`src/rtl/i2c_alert_pkg.sv`:
```
package i2c_alert_pkg;

  typedef enum logic [3:0] {
    ST_IDLE,
    ST_ADDR,
    ST_ADDR_ACK,
    ST_PTR,
    ST_PTR_ACK,
    ST_WDAT,
    ST_WDAT_ACK,
    ST_TX,
    ST_TX_ACK,
    ST_HOLD
  } tgt_state_e;

  typedef struct packed {
    logic scl;
    logic sda;
    logic scl_rise;
    logic scl_fall;
    logic start;
    logic stop;
  } bus_ev_t;

endpackage

```
`src/rtl/i2c_rst_sync.sv`:
```
module i2c_rst_sync #(
  parameter int STAGES = 2
) (
  input  logic clk,
  input  logic rst_n,
  output logic rst_sync_n
);
  logic [STAGES-1:0] chain;

  always_ff @(posedge clk or negedge rst_n) begin
    if (!rst_n) chain <= '0;
    else        chain <= {chain[STAGES-2:0], 1'b1};
  end

  assign rst_sync_n = chain[STAGES-1];
endmodule

```
`src/rtl/i2c_line_mon.sv`:
```
module i2c_line_mon
  import i2c_alert_pkg::*;
#(
  parameter int SYNC_STAGES = 2
) (
  input  logic    clk,
  input  logic    rst_n,
  input  logic    scl_i,
  input  logic    sda_i,
  output bus_ev_t ev
);
  logic [SYNC_STAGES-1:0] scl_sh, sda_sh;
  logic                   scl_q, sda_q;
  logic                   scl_now, sda_now;

  always_ff @(posedge clk or negedge rst_n) begin
    if (!rst_n) begin
      scl_sh <= '1;
      sda_sh <= '1;
      scl_q  <= 1'b1;
      sda_q  <= 1'b1;
    end else begin
      scl_sh <= {scl_sh[SYNC_STAGES-2:0], scl_i};
      sda_sh <= {sda_sh[SYNC_STAGES-2:0], sda_i};
      scl_q  <= scl_sh[SYNC_STAGES-1];
      sda_q  <= sda_sh[SYNC_STAGES-1];
    end
  end

  assign scl_now = scl_sh[SYNC_STAGES-1];
  assign sda_now = sda_sh[SYNC_STAGES-1];

  always_comb begin
    ev.scl      = scl_now;
    ev.sda      = sda_now;
    ev.scl_rise = scl_now & ~scl_q;
    ev.scl_fall = ~scl_now & scl_q;
    ev.start    = scl_now & scl_q & sda_q & ~sda_now;
    ev.stop     = scl_now & scl_q & ~sda_q & sda_now;
  end
endmodule

```
`src/rtl/i2c_reg_ptr.sv`:
```
module i2c_reg_ptr #(
  parameter int ADDR_W  = 2,
  parameter int RO_REGS = 1
) (
  input  logic              clk,
  input  logic              rst_n,
  input  logic              load_en,
  input  logic [ADDR_W-1:0] load_val,
  input  logic              inc_en,
  output logic [ADDR_W-1:0] ptr,
  output logic              ptr_ro
);
  logic [ADDR_W-1:0] ptr_n;

  always_comb begin
    ptr_n = ptr;
    if (load_en)     ptr_n = load_val;
    else if (inc_en) ptr_n = ptr + 1'b1;
  end

  always_ff @(posedge clk or negedge rst_n) begin
    if (!rst_n) ptr <= '0;
    else        ptr <= ptr_n;
  end

  generate
    if (RO_REGS == 0) begin : g_all_rw
      assign ptr_ro = 1'b0;
    end else begin : g_ro_low
      assign ptr_ro = (int'(ptr) < RO_REGS);
    end
  endgenerate
endmodule

```
`src/rtl/i2c_alert_flag.sv`:
```
module i2c_alert_flag (
  input  logic clk,
  input  logic rst_n,
  input  logic evt,
  input  logic done,
  output logic pending
);
  logic pending_n;

  always_comb begin
    pending_n = pending;
    if (evt)       pending_n = 1'b1;
    else if (done) pending_n = 1'b0;
  end

  always_ff @(posedge clk or negedge rst_n) begin
    if (!rst_n) pending <= 1'b0;
    else        pending <= pending_n;
  end
endmodule

```
`src/rtl/i2c_alert_target.sv`:
```
module i2c_alert_target
  import i2c_alert_pkg::*;
#(
  parameter int         ADDR_W      = 2,
  parameter int         RO_REGS     = 1,
  parameter int         SYNC_STAGES = 2,
  parameter logic [6:0] DEV_ADDR    = 7'h64,
  parameter logic [6:0] POLL_ADDR   = 7'h0C
) (
  input  logic              clk,
  input  logic              rst_n,
  input  logic              scl_i,
  input  logic              sda_i,
  input  logic              alert_evt_i,
  output logic              sda_pd_o,
  output logic              alert_pd_o,
  output logic              reg_wr_o,
  output logic              reg_rd_o,
  output logic [ADDR_W-1:0] reg_addr_o,
  output logic [7:0]        reg_wdata_o,
  input  logic [7:0]        reg_rdata_i
);
  localparam int         NUM_REGS  = 1 << ADDR_W;
  localparam logic [7:0] POLL_BYTE = {POLL_ADDR, 1'b1};
  localparam logic [7:0] REPLY     = {DEV_ADDR, 1'b1};
  localparam logic [3:0] BYTE_BITS = 4'd8;

  logic       rst_i_n;
  bus_ev_t    ev;
  logic       scl_seen;

  tgt_state_e st, st_n;
  logic [3:0] cnt, cnt_n;
  logic [7:0] rx, rx_n;
  logic [7:0] tx, tx_n;
  logic       pd, pd_n;
  logic       rdir, rdir_n;
  logic       ara, ara_n;
  logic       mack, mack_n;

  logic       ptr_ld, ptr_inc, ptr_ro;
  logic [ADDR_W-1:0] ptr;
  logic       wr_stb, rd_stb, reply_done, alert_on;

  i2c_rst_sync #(.STAGES(2)) u_rst (
    .clk(clk), .rst_n(rst_n), .rst_sync_n(rst_i_n)
  );

  i2c_line_mon #(.SYNC_STAGES(SYNC_STAGES)) u_mon (
    .clk(clk), .rst_n(rst_i_n), .scl_i(scl_i), .sda_i(sda_i), .ev(ev)
  );

  i2c_reg_ptr #(.ADDR_W(ADDR_W), .RO_REGS(RO_REGS)) u_ptr (
    .clk(clk), .rst_n(rst_i_n), .load_en(ptr_ld), .load_val(rx[ADDR_W-1:0]),
    .inc_en(ptr_inc), .ptr(ptr), .ptr_ro(ptr_ro)
  );

  i2c_alert_flag u_alert (
    .clk(clk), .rst_n(rst_i_n), .evt(alert_evt_i), .done(reply_done),
    .pending(alert_on)
  );

  assign scl_seen = ev.scl;

  always_comb begin
    st_n       = st;
    cnt_n      = cnt;
    rx_n       = rx;
    tx_n       = tx;
    pd_n       = pd;
    rdir_n     = rdir;
    ara_n      = ara;
    mack_n     = mack;
    ptr_ld     = 1'b0;
    ptr_inc    = 1'b0;
    wr_stb     = 1'b0;
    rd_stb     = 1'b0;
    reply_done = 1'b0;

    if (ev.stop) begin
      st_n = ST_IDLE;
      pd_n = 1'b0;
    end else if (ev.start) begin
      st_n  = ST_ADDR;
      cnt_n = '0;
      pd_n  = 1'b0;
      ara_n = 1'b0;
    end else begin
      case (st)
        ST_ADDR, ST_PTR, ST_WDAT: begin
          if (ev.scl_rise && cnt != BYTE_BITS) begin
            rx_n  = {rx[6:0], ev.sda};
            cnt_n = cnt + 4'd1;
          end else if (ev.scl_fall && cnt == BYTE_BITS) begin
            cnt_n = '0;
            if (st == ST_ADDR) begin
              if (rx[7:1] == DEV_ADDR) begin
                pd_n   = 1'b1;
                rdir_n = rx[0];
                ara_n  = 1'b0;
                st_n   = ST_ADDR_ACK;
              end else if (rx == POLL_BYTE && alert_on) begin
                pd_n   = 1'b1;
                rdir_n = 1'b1;
                ara_n  = 1'b1;
                st_n   = ST_ADDR_ACK;
              end else begin
                st_n = ST_HOLD;
              end
            end else if (st == ST_PTR) begin
              pd_n   = 1'b1;
              ptr_ld = 1'b1;
              st_n   = ST_PTR_ACK;
            end else begin
              pd_n   = 1'b1;
              wr_stb = ~ptr_ro;
              st_n   = ST_WDAT_ACK;
            end
          end
        end

        ST_ADDR_ACK: begin
          if (ev.scl_fall) begin
            cnt_n = '0;
            if (ara) begin
              tx_n = REPLY;
              pd_n = ~REPLY[7];
              st_n = ST_TX;
            end else if (rdir) begin
              tx_n    = reg_rdata_i;
              pd_n    = ~reg_rdata_i[7];
              rd_stb  = 1'b1;
              ptr_inc = 1'b1;
              st_n    = ST_TX;
            end else begin
              pd_n = 1'b0;
              st_n = ST_PTR;
            end
          end
        end

        ST_PTR_ACK, ST_WDAT_ACK: begin
          if (ev.scl_fall) begin
            pd_n    = 1'b0;
            cnt_n   = '0;
            ptr_inc = (st == ST_WDAT_ACK);
            st_n    = ST_WDAT;
          end
        end

        ST_TX: begin
          if (ev.scl_rise && ara && !pd && !ev.sda) begin
            pd_n = 1'b0;
            st_n = ST_HOLD;
          end else if (ev.scl_fall) begin
            if (cnt == BYTE_BITS - 4'd1) begin
              pd_n       = 1'b0;
              st_n       = ST_TX_ACK;
              reply_done = ara;
            end else begin
              tx_n  = {tx[6:0], 1'b0};
              pd_n  = ~tx[6];
              cnt_n = cnt + 4'd1;
            end
          end
        end

        ST_TX_ACK: begin
          if (ev.scl_rise) begin
            mack_n = ~ev.sda;
          end else if (ev.scl_fall) begin
            cnt_n = '0;
            if (mack && !ara) begin
              tx_n    = reg_rdata_i;
              pd_n    = ~reg_rdata_i[7];
              rd_stb  = 1'b1;
              ptr_inc = 1'b1;
              st_n    = ST_TX;
            end else begin
              pd_n = 1'b0;
              st_n = ST_HOLD;
            end
          end
        end

        default: ;
      endcase
    end
  end

  always_ff @(posedge clk or negedge rst_i_n) begin
    if (!rst_i_n) begin
      st   <= ST_IDLE;
      cnt  <= '0;
      rx   <= '0;
      tx   <= '0;
      pd   <= 1'b0;
      rdir <= 1'b0;
      ara  <= 1'b0;
      mack <= 1'b0;
    end else begin
      st   <= st_n;
      cnt  <= cnt_n;
      rx   <= rx_n;
      tx   <= tx_n;
      pd   <= pd_n;
      rdir <= rdir_n;
      ara  <= ara_n;
      mack <= mack_n;
    end
  end

  assign sda_pd_o    = pd;
  assign alert_pd_o  = alert_on;
  assign reg_wr_o    = wr_stb;
  assign reg_rd_o    = rd_stb;
  assign reg_addr_o  = ptr;
  assign reg_wdata_o = rx;

  if (NUM_REGS < 2) begin : g_bad_size
    initial $error("register map needs at least two entries");
  end
endmodule

```
`config.mk`:
```
export PLATFORM = sky130hd
export DESIGN_NAME = i2c_alert_target
export DESIGN_NICKNAME = d
export VERILOG_FILES = /design/src/rtl/i2c_alert_pkg.sv /design/src/rtl/i2c_rst_sync.sv /design/src/rtl/i2c_line_mon.sv /design/src/rtl/i2c_reg_ptr.sv /design/src/rtl/i2c_alert_flag.sv /design/src/rtl/i2c_alert_target.sv
export SDC_FILE = /design/constraint.sdc
export NUM_CORES = 1
export LEC_CHECK = 0
export CORE_MARGIN = 1.5
export CORE_UTILIZATION = 55
export CTS_CLUSTER_DIAMETER = 200
export DETAILED_ROUTE_END_ITERATION = 16
export PLACE_DENSITY = 0.82
export SLEW_MARGIN = 20
export SYNTH_ARGS = -nofsm -noshare
export SYNTH_HDL_FRONTEND = slang
export SYNTH_HIERARCHICAL = 1
export SYNTH_SLANG_ARGS = --single-unit
```
`constraint.sdc`:
```
create_clock -name clk -period 5.5 [get_ports clk]
set_clock_uncertainty 0.2 [all_clocks]
set_input_delay 1.1 -clock clk [delete_from_list [all_inputs] [get_ports clk]]
set_output_delay 1.1 -clock clk [all_outputs]
set_load 0.005 [all_outputs]
```
* Word level (Yosys, flattened, before mapping) *
Cells that the tools add are included.

cells by class
  divide/modulo/power cells = 0
  bitwise logic cells = 17
  multiply operators = 0
  reduce and logical (&&, ||, !) cells = 31
  magnitude comparators = 1
  add/sub/neg operators = 2
  shift-type cells = 0
  eq/ne operators = 36
  muxes and demuxes = 100

operators with widths
  operator                                             count
  two-way mux 4 bit                                    23
  two-way mux 7 bit                                    9
  two-way mux 1 bit                                    57
  inequality test 4 bit, second input constant         8
  case mux 7 bit (3 select lines)                      1
  equality test 4 x 3 -> 1 bit, second input constant  5
  case mux 4 bit (5 select lines)                      1
  AND reduction 9 bit                                  2
  inequality test 2 bit, second input constant         8
  case mux 4 bit (4 select lines)                      1
  inequality test 3 bit, second input constant         5
  AND reduction 7 bit                                  2
  nonzero test 2 bit                                   6
  AND reduction 11 bit                                 1
  inequality test 5 bit, second input constant         2
  NOT 1 bit                                            10
  equality test 4 x 2 -> 1 bit, second input constant  2
  equality test 4 bit, second input constant           2
  equality test 8 x 5 -> 1 bit, second input constant  1
  AND reduction 4 bit                                  2
  AND 1 bit                                            7
  equality test 7 bit, second input constant           1
  logical AND 1 bit                                    7
  nonzero test 7 bit                                   1
  16 further kinds                                     23

word-level totals
  logic and storage cells = 202
  memory bits (read-only) = 0
  output and inout bits = 14
  bits in latches = 0
  register bits after elaboration = 38
  input bits = 13
  memories = 0
  bits in writable memories = 0

* Logic depth before layout (Yosys ltp) *
Gate-level depths: netlist of the first run.

  depth in word-level cells = 11
  mapped depth = 8
  mapped depth without buffers = 7

* By module *
The synthesis of the first run kept the hierarchy.

modules (own cells, without submodules)
  module            times used  area an instance (µm²)  cells an instance
  i2c_alert_target  1           1990.7                  217
  i2c_line_mon      1           205.2                   12
  i2c_reg_ptr       1           106.4                   11
  i2c_rst_sync      1           53.8                    3
  i2c_alert_flag    1           36.3                    3

* Least setup slack after synthesis of the first run *
OpenSTA, ideal clock, no wires.

  kind = register to output
  start = reg u_mon.sda_q
  end = out reg_wr_o
  setup slack = 2.590 ns
  data arrival time = 1.610 ns
  required time = 4.200 ns
  stages on the path, launching flop included = 6
  buffers on the path = 1
  cells stage by stage = dfstp_2 and4b_1 clkbuf_1 nor2_1 nand3_1 a2111oi_0

RTL lines
  element                   line                    RTL
  start: declaration        i2c_line_mon.sv:13      logic scl_q, sda_q;
  start signal: assignment  i2c_line_mon.sv:26      sda_q <= sda_sh[SYNC_STAGES-1];
  end: declaration          i2c_alert_target.sv:17  output logic reg_wr_o,

==> flow_metrics.env, run 1 <==
export IMPL_status="completed"
export IMPL_ys_warn_count=6
export IMPL_post_route_minimum_period_ns=4.09
export IMPL_p_int_uw=683
export IMPL_initial_cell_density_of_the_core_pct=58.4
export IMPL_finalHoldViolCount=0
export IMPL_drt_iter0_drc=270
export IMPL_power_net_switching_uw=444
export IMPL_detail_route_wirelength_um=5470
export IMPL_post_cts_resized=0
export IMPL_post_route_period_util_pct=74.3
export IMPL_dp_hpwl_um=3870
export IMPL_clkSlewWorstSetupHoldPaths_ns=0.08
export IMPL_power_switching_fraction_pct=39.4
export IMPL_design_core_area_sq_um=4090
export IMPL_power_share_combinational_pct=41.0
export IMPL_rr_worst_depth=6
export IMPL_wl_per_cell_um=17.4
export IMPL_tritoncts_num_buffers=5
export IMPL_dieHeight_um=68.9
export IMPL_numPortBuffers=26
export IMPL_drtPass1Iterations=5
export IMPL_cts_buffer_depth=2
export IMPL_detail_route_antenna_nets=0
export IMPL_p_clk_share_pct=17.0
export IMPL_worstSetupPathType="reg -> out"
export IMPL_wire_length_of_the_first_global_routing_pass_um=9020
export IMPL_min_delay_path_class="reg -> async"
export IMPL_multi_input_comb_area_sq_um=1300
export IMPL_final_seq_area_sq_um=958
export IMPL_crit_path_end_kind="primary output"
export IMPL_critical_path_required_ns=4.20
export IMPL_post_cts_setup_buffers=0
export IMPL_via_count_of_the_first_global_routing_pass=1835
export IMPL_worst_setup_path_start_kind="flop"
export IMPL_cts_root_buffer="sky130_fd_sc_hd__clkbuf_8"
export IMPL_maximum_vdd_ir_drop_uv=226
export IMPL_max_cap_viol_count=0
export IMPL_clk_latency_worst_skew_pair_ns=0.29
export IMPL_final_max_slew_violation_count=0
export IMPL_critPathArrivalTime_ns=2.79
export IMPL_syn_area_per_cell_sq_um=9.73
export IMPL_static_leakage_power_uw=0.00109
export IMPL_area_growth_pct=14.5
export IMPL_fp_row_count=23
export IMPL_boundary_pins=27
export IMPL_cts_tree="built"
export IMPL_antenna_diode_count=0
export IMPL_grt_start_max_net_pins=37
export IMPL_grt_overflow=0
export IMPL_power_frac_seq_pct=41.9
export IMPL_detailroute_via_count=2028
export IMPL_grt_setup_unrepaired="false"
export IMPL_die_width_um=68.9
export IMPL_finalSetupTns_ns=0
export IMPL_setup_violations=0
export IMPL_syn_nets=261
export IMPL_slew_headroom_pct=50.9
export IMPL_routabilityCongestion=0.921
export IMPL_antenna_found_initial=0
export IMPL_final_layout_worst_hold_slack_ns=0.0782
export IMPL_cts_htree_levels=2
export IMPL_filler_cell_count=333
export IMPL_worst_path_max_fanout=12
export IMPL_power_density_nw_per_um2=413
export IMPL_synth_area_sq_um=2380
export IMPL_vias_per_cell=6.44
export IMPL_holdBufCountCts=0
export IMPL_cts_sinks=38
export IMPL_worstMarginPinSlew_ns=0.734
export IMPL_layout_drive_gt1_share_pct=17.0
export IMPL_max_clock_freq_mhz=245
export IMPL_post_route_cell_area_sq_um=2730
export IMPL_design_die_area_sq_um=4740
export IMPL_drc_errors=0
export IMPL_fin_nets=280
export IMPL_placed_area_sq_um=2640
export IMPL_global_route_usage_total_pct=25.7
export IMPL_post_synth_inst_count=245
## routing by layer
layer | GRT usage [%] | vias up | part of all wire [%]
met3 | 5.36 | 19 | 6.6
met5 | 0 | - | 0
met2 | 39.7 | 87 | 47
met4 | 10.0 | 0 | 2.1
li1 | - | 943 | -
met1 | 35.5 | 979 | 44
## flip-flops by register name, indices dropped and copies added, names as in the netlist
signal / flops
ara: 1
cnt: 4
mack: 1
rdir: 1
reg_wdata_o: 8
sda_pd_o: 1
st: 4
tx: 7
u_alert/pending: 1
u_mon/scl_q: 1
u_mon/scl_sh: 2
u_mon/sda_q: 1
u_mon/sda_sh: 2
u_ptr/ptr: 2
u_rst/chain: 2
## power by group through the flow
| stage | Clock [uW] | Sequential [uW] | Combinational, uW |
|---|---|---|---|
| 3_5_place_dp | 0 | 474 | 457 |
| 5_1_grt | 204 | 487 | 509 |
| 3_3_place_gp | 0 | 469 | 450 |
| 2_1_floorplan | 0 | 415 | 372 |
| 4_1_cts | 194 | 469 | 461 |
| 6_report | 192 | 472 | 462 |
## final cells by class
class                      instances  area share, %
multi-input combinational        178           47.5
sequential                        38           35.1
timing repair buffer              28           10.1
clock buffer                       6           2.66
tap                               50           2.29
inverter                          13           1.79
clock inverter                     2          0.550
## per-stage QoR
step / util (%) / instances / power (uW) / setup slack [ns]
CTS: 66.8 / 315 / 1120 / 1.41
global route: 66.8 / 315 / 1200 / 1.24
finish: 66.8 / 315 / 1130 / 1.41
global placement: 64.7 / 307 / 919 / 1.73
floorplan: - / 245 / 788 / 2.59
detailed placement: 64.7 / 307 / 930 / 1.77
## path summary, 6_finish.rpt
kind,from,end,slack [ns]
worst max-delay path,u_mon/sda_sh[1],reg_wr_o,1.41
worst min-delay path,u_rst/chain[1],u_alert/pending,0.08
worst max register to register,u_mon/scl_sh[1],tx[1],2.61
worst min register to register,u_rst/chain[1],u_alert/pending,0.08
max in group asynchronous,rst_n,u_rst/chain[0],4.22
min in group clk,u_mon/sda_sh[0],u_mon/sda_sh[1],0.16
## cells in the final DEF (no fill, tap or decap), types with 3 or more instances in the layout
cell type and count:
sky130_fd_sc_hd__nor3_1 7, sky130_fd_sc_hd__o21ai_0 10, sky130_fd_sc_hd__ha_1 3, sky130_fd_sc_hd__nand3b_1 4, sky130_fd_sc_hd__nor2b_1 8, sky130_fd_sc_hd__dfstp_2 6
sky130_fd_sc_hd__o211a_1 3, sky130_fd_sc_hd__nand3_1 5, sky130_fd_sc_hd__nand2b_1 5, sky130_fd_sc_hd__clkdlybuf4s50_1 26, sky130_fd_sc_hd__and4b_1 4, sky130_fd_sc_hd__a22o_1 3
sky130_fd_sc_hd__inv_1 13, sky130_fd_sc_hd__a31oi_1 5, sky130_fd_sc_hd__a21oi_1 9, sky130_fd_sc_hd__o21ai_1 3, sky130_fd_sc_hd__nor2_1 16, sky130_fd_sc_hd__dfrtp_1 32
sky130_fd_sc_hd__mux2i_1 3, sky130_fd_sc_hd__a211oi_1 3, sky130_fd_sc_hd__mux2_2 13, sky130_fd_sc_hd__nand4_1 3, sky130_fd_sc_hd__o31ai_1 3, sky130_fd_sc_hd__nand2_1 18
sky130_fd_sc_hd__clkbuf_8 5
## critical path, stage by stage, from the launching register on
cell and delay [ns]:
sky130_fd_sc_hd__dfstp_2 0.57, sky130_fd_sc_hd__and4b_1 0.33, sky130_fd_sc_hd__nor2_1 0.15, sky130_fd_sc_hd__buf_4 0.19, sky130_fd_sc_hd__nand3_1 0.17, sky130_fd_sc_hd__a2111oi_0 0.48
sky130_fd_sc_hd__clkdlybuf4s50_1 0.60
Power figures use the tool's default switching activity.
==> run 2, diff against run 1 <==
--- a/config.mk
+++ b/config.mk
@@ -6,10 +6,10 @@
 export NUM_CORES = 1
 export LEC_CHECK = 0
 export CORE_MARGIN = 1.5
-export CORE_UTILIZATION = 55
+export CORE_UTILIZATION = 51
 export CTS_CLUSTER_DIAMETER = 200
 export DETAILED_ROUTE_END_ITERATION = 16
-export PLACE_DENSITY = 0.82
+export PLACE_DENSITY = 0.8
 export SLEW_MARGIN = 20
 export SYNTH_ARGS = -nofsm -noshare
 export SYNTH_HDL_FRONTEND = slang
==> constraint.sdc (replaced) <==
create_clock -name clk -period 3.7 [get_ports clk]
set_clock_uncertainty 0.2 [all_clocks]
set_input_delay 0.74 -clock clk [delete_from_list [all_inputs] [get_ports clk]]
set_output_delay 0.74 -clock clk [all_outputs]
set_load 0.005 [all_outputs]
==> run 2 against run 1 <==
Non-clock buffer count grew 7. Sequential power is 38% higher. Wire length down 0.11%. Count of clock-buffer cells in the layout did not move. Largest cell class unchanged. Largest power group is now combinational cells. Highest routed layer unchanged.
==> flow_metrics.env, run 2 (synthesized netlist as in run 1, its figures left out) <==
export IMPL_slew_headroom_pct=59.3
export IMPL_clk_latency_worst_skew_pair_ns=0.30
export IMPL_cp_cell_sequence="and4b_1 -> nor2_1 -> nand3_1 -> a2111oi_0 -> clkdlybuf4s50_1"
export IMPL_critPathArrivalTime_ns=2.60
export IMPL_static_leakage_power_uw=0.00114
export IMPL_global_route_usage_total_pct=23.2
export IMPL_clkSlewWorstSetupHoldPaths_ns=0.07
export IMPL_non_filler_instance_count_after_layout=324
export IMPL_startpoint="u_mon/sda_q"
export IMPL_wire_length_of_the_first_global_routing_pass_um=9200
export IMPL_finalPower_uw=1760
export IMPL_detailroute_via_count=2049
export IMPL_post_route_minimum_period_ns=3.54
export IMPL_boundary_pins=27
export IMPL_grt_overflow=0
export IMPL_critical_path_required_ns=2.76
export IMPL_cts_buffer_depth=2
export IMPL_worst_setup_path_start_kind="flop"
export IMPL_layout_drive_gt1_share_pct=19.1
export IMPL_worstSetupPathType="reg -> out"
export IMPL_grt_start_max_net_pins=37
export IMPL_drt_iter0_drc=243
export IMPL_vias_per_cell=6.32
export IMPL_routabilityCongestion=0.942
export IMPL_cts_tree="built"
export IMPL_power_frac_seq_pct=36.8
export IMPL_antenna_diode_count=0
export IMPL_holdBufCountCts=0
export IMPL_cts_htree_levels=2
export IMPL_post_cts_resized=0
export IMPL_power_density_nw_per_um2=628
export IMPL_setup_violations=0
export IMPL_worstMarginPinSlew_ns=0.611
export IMPL_worst_path_max_fanout=10
export IMPL_drc_errors=0
export IMPL_wl_per_cell_um=16.9
export IMPL_cpLargestDelayFamily="simple AND/OR/NAND/NOR gates"
export IMPL_design_die_area_sq_um=5100
export IMPL_via_count_of_the_first_global_routing_pass=1951
export IMPL_grt_setup_unrepaired="false"
export IMPL_post_route_period_util_pct=95.8
export IMPL_flip_flop_count_of_the_largest_register_after_layout=8
export IMPL_mostFrequentLayoutCells="32 x sky130_fd_sc_hd__dfrtp_1, 26 x sky130_fd_sc_hd__clkdlybuf4s50_1, 18 x sky130_fd_sc_hd__nand2_1"
export IMPL_max_clock_freq_mhz=282
export IMPL_numPortBuffers=26
export IMPL_antenna_found_initial=0
export IMPL_area_growth_pct=17.7
export IMPL_detail_route_antenna_nets=0
export IMPL_place_detailed_instances=316
export IMPL_post_route_cell_area_sq_um=2810
export IMPL_final_layout_worst_hold_slack_ns=0.0841
export IMPL_finalSetupTns_ns=0
export IMPL_p_clk_share_pct=20.1
export IMPL_tritoncts_num_buffers=5
export IMPL_layout_cells_most_common="sky130_fd_sc_hd__dfrtp_1"
export IMPL_status="completed"
export IMPL_post_cts_setup_buffers=0
export IMPL_drtPass1Iterations=4
export IMPL_worstReg2RegStart="st[2]"
export IMPL_power_switching_fraction_pct=37.3
export IMPL_dp_hpwl_um=3890
export IMPL_cts_root_buffer="sky130_fd_sc_hd__clkbuf_8"
export IMPL_slowest_delay_ns=0.61
export IMPL_finalHoldViolCount=0
export IMPL_detail_route_wirelength_um=5470
export IMPL_final_max_slew_violation_count=0
export IMPL_power_share_combinational_pct=43.1
export IMPL_design_core_area_sq_um=4410
export IMPL_p_int_uw=1110
export IMPL_maximum_vdd_ir_drop_uv=325
export IMPL_slowest_stage="sky130_fd_sc_hd__clkdlybuf4s50_1"
export IMPL_fin_nets=287
export IMPL_cp_num_buf_inv=1
export IMPL_fp_row_count=24
export IMPL_dieHeight_um=71.4
export IMPL_min_delay_path_class="reg -> async"
export IMPL_placed_area_sq_um=2700
export IMPL_cts_sinks=38
export IMPL_initial_cell_density_of_the_core_pct=54.0
export IMPL_max_cap_viol_count=0
export IMPL_power_net_switching_uw=658
export IMPL_crit_path_end_kind="primary output"
export IMPL_die_width_um=71.4
## run 2: changes by cell type in the layout (fill, tap and decap cells not counted), sizes merged
cell	before	now
bufinv	0	1
buf	2	9
clkinvlp	2	1
## run 2: final timing paths
kind / end / slack, ns / cells past startpoint
setup / recovery: reg_wr_o / 0.16 / 5
hold / removal: reg_wdata_o[2] / 0.08 / 1
setup reg to reg: u_ptr/ptr[1] / 1.16 / 6
hold reg to reg: reg_wdata_o[2] / 0.08 / 1
max in group asynchronous: u_rst/chain[1] / 2.79 / 1
min in group clk: u_rst/chain[1] / 0.15 / 0
## run 2: power by group through the flow
stage                     logic, uW  clock network, uW  registers [uW]
final                           760                354             650
after global routing            835                371             667
after CTS                       757                363             648
after detailed placement        750                  0             655
after global placement          741                  0             651
after floorplan                 553                  0             617
## run 2: metal layers
layer  vias up  part of all wire [%]  track usage, %
li1        963                     -               -
met1      1003                    44            31.8
met2        71                    48            35.6
met3        12                   6.1            4.92
met4         0                   2.1            10.3
met5         -                     0               0
## run 2: metrics by stage
stage               utilization [%]  worst slack [ns]
floorplan                         -              1.15
global placement               61.1             0.522
detailed placement             61.1             0.519
CTS                            63.6             0.162
global route                   63.6            0.0310
finish                         63.6             0.155
## run 2: cell type report
class                   count  area, sq um
repair buffers             35          328
clock buffers               6         72.6
clock inverters             2         37.5
flip-flops and latches     38          958
fillers                   361         1610
well taps                  52         65.1
inverters                  13         48.8
multi-input cells         178         1300
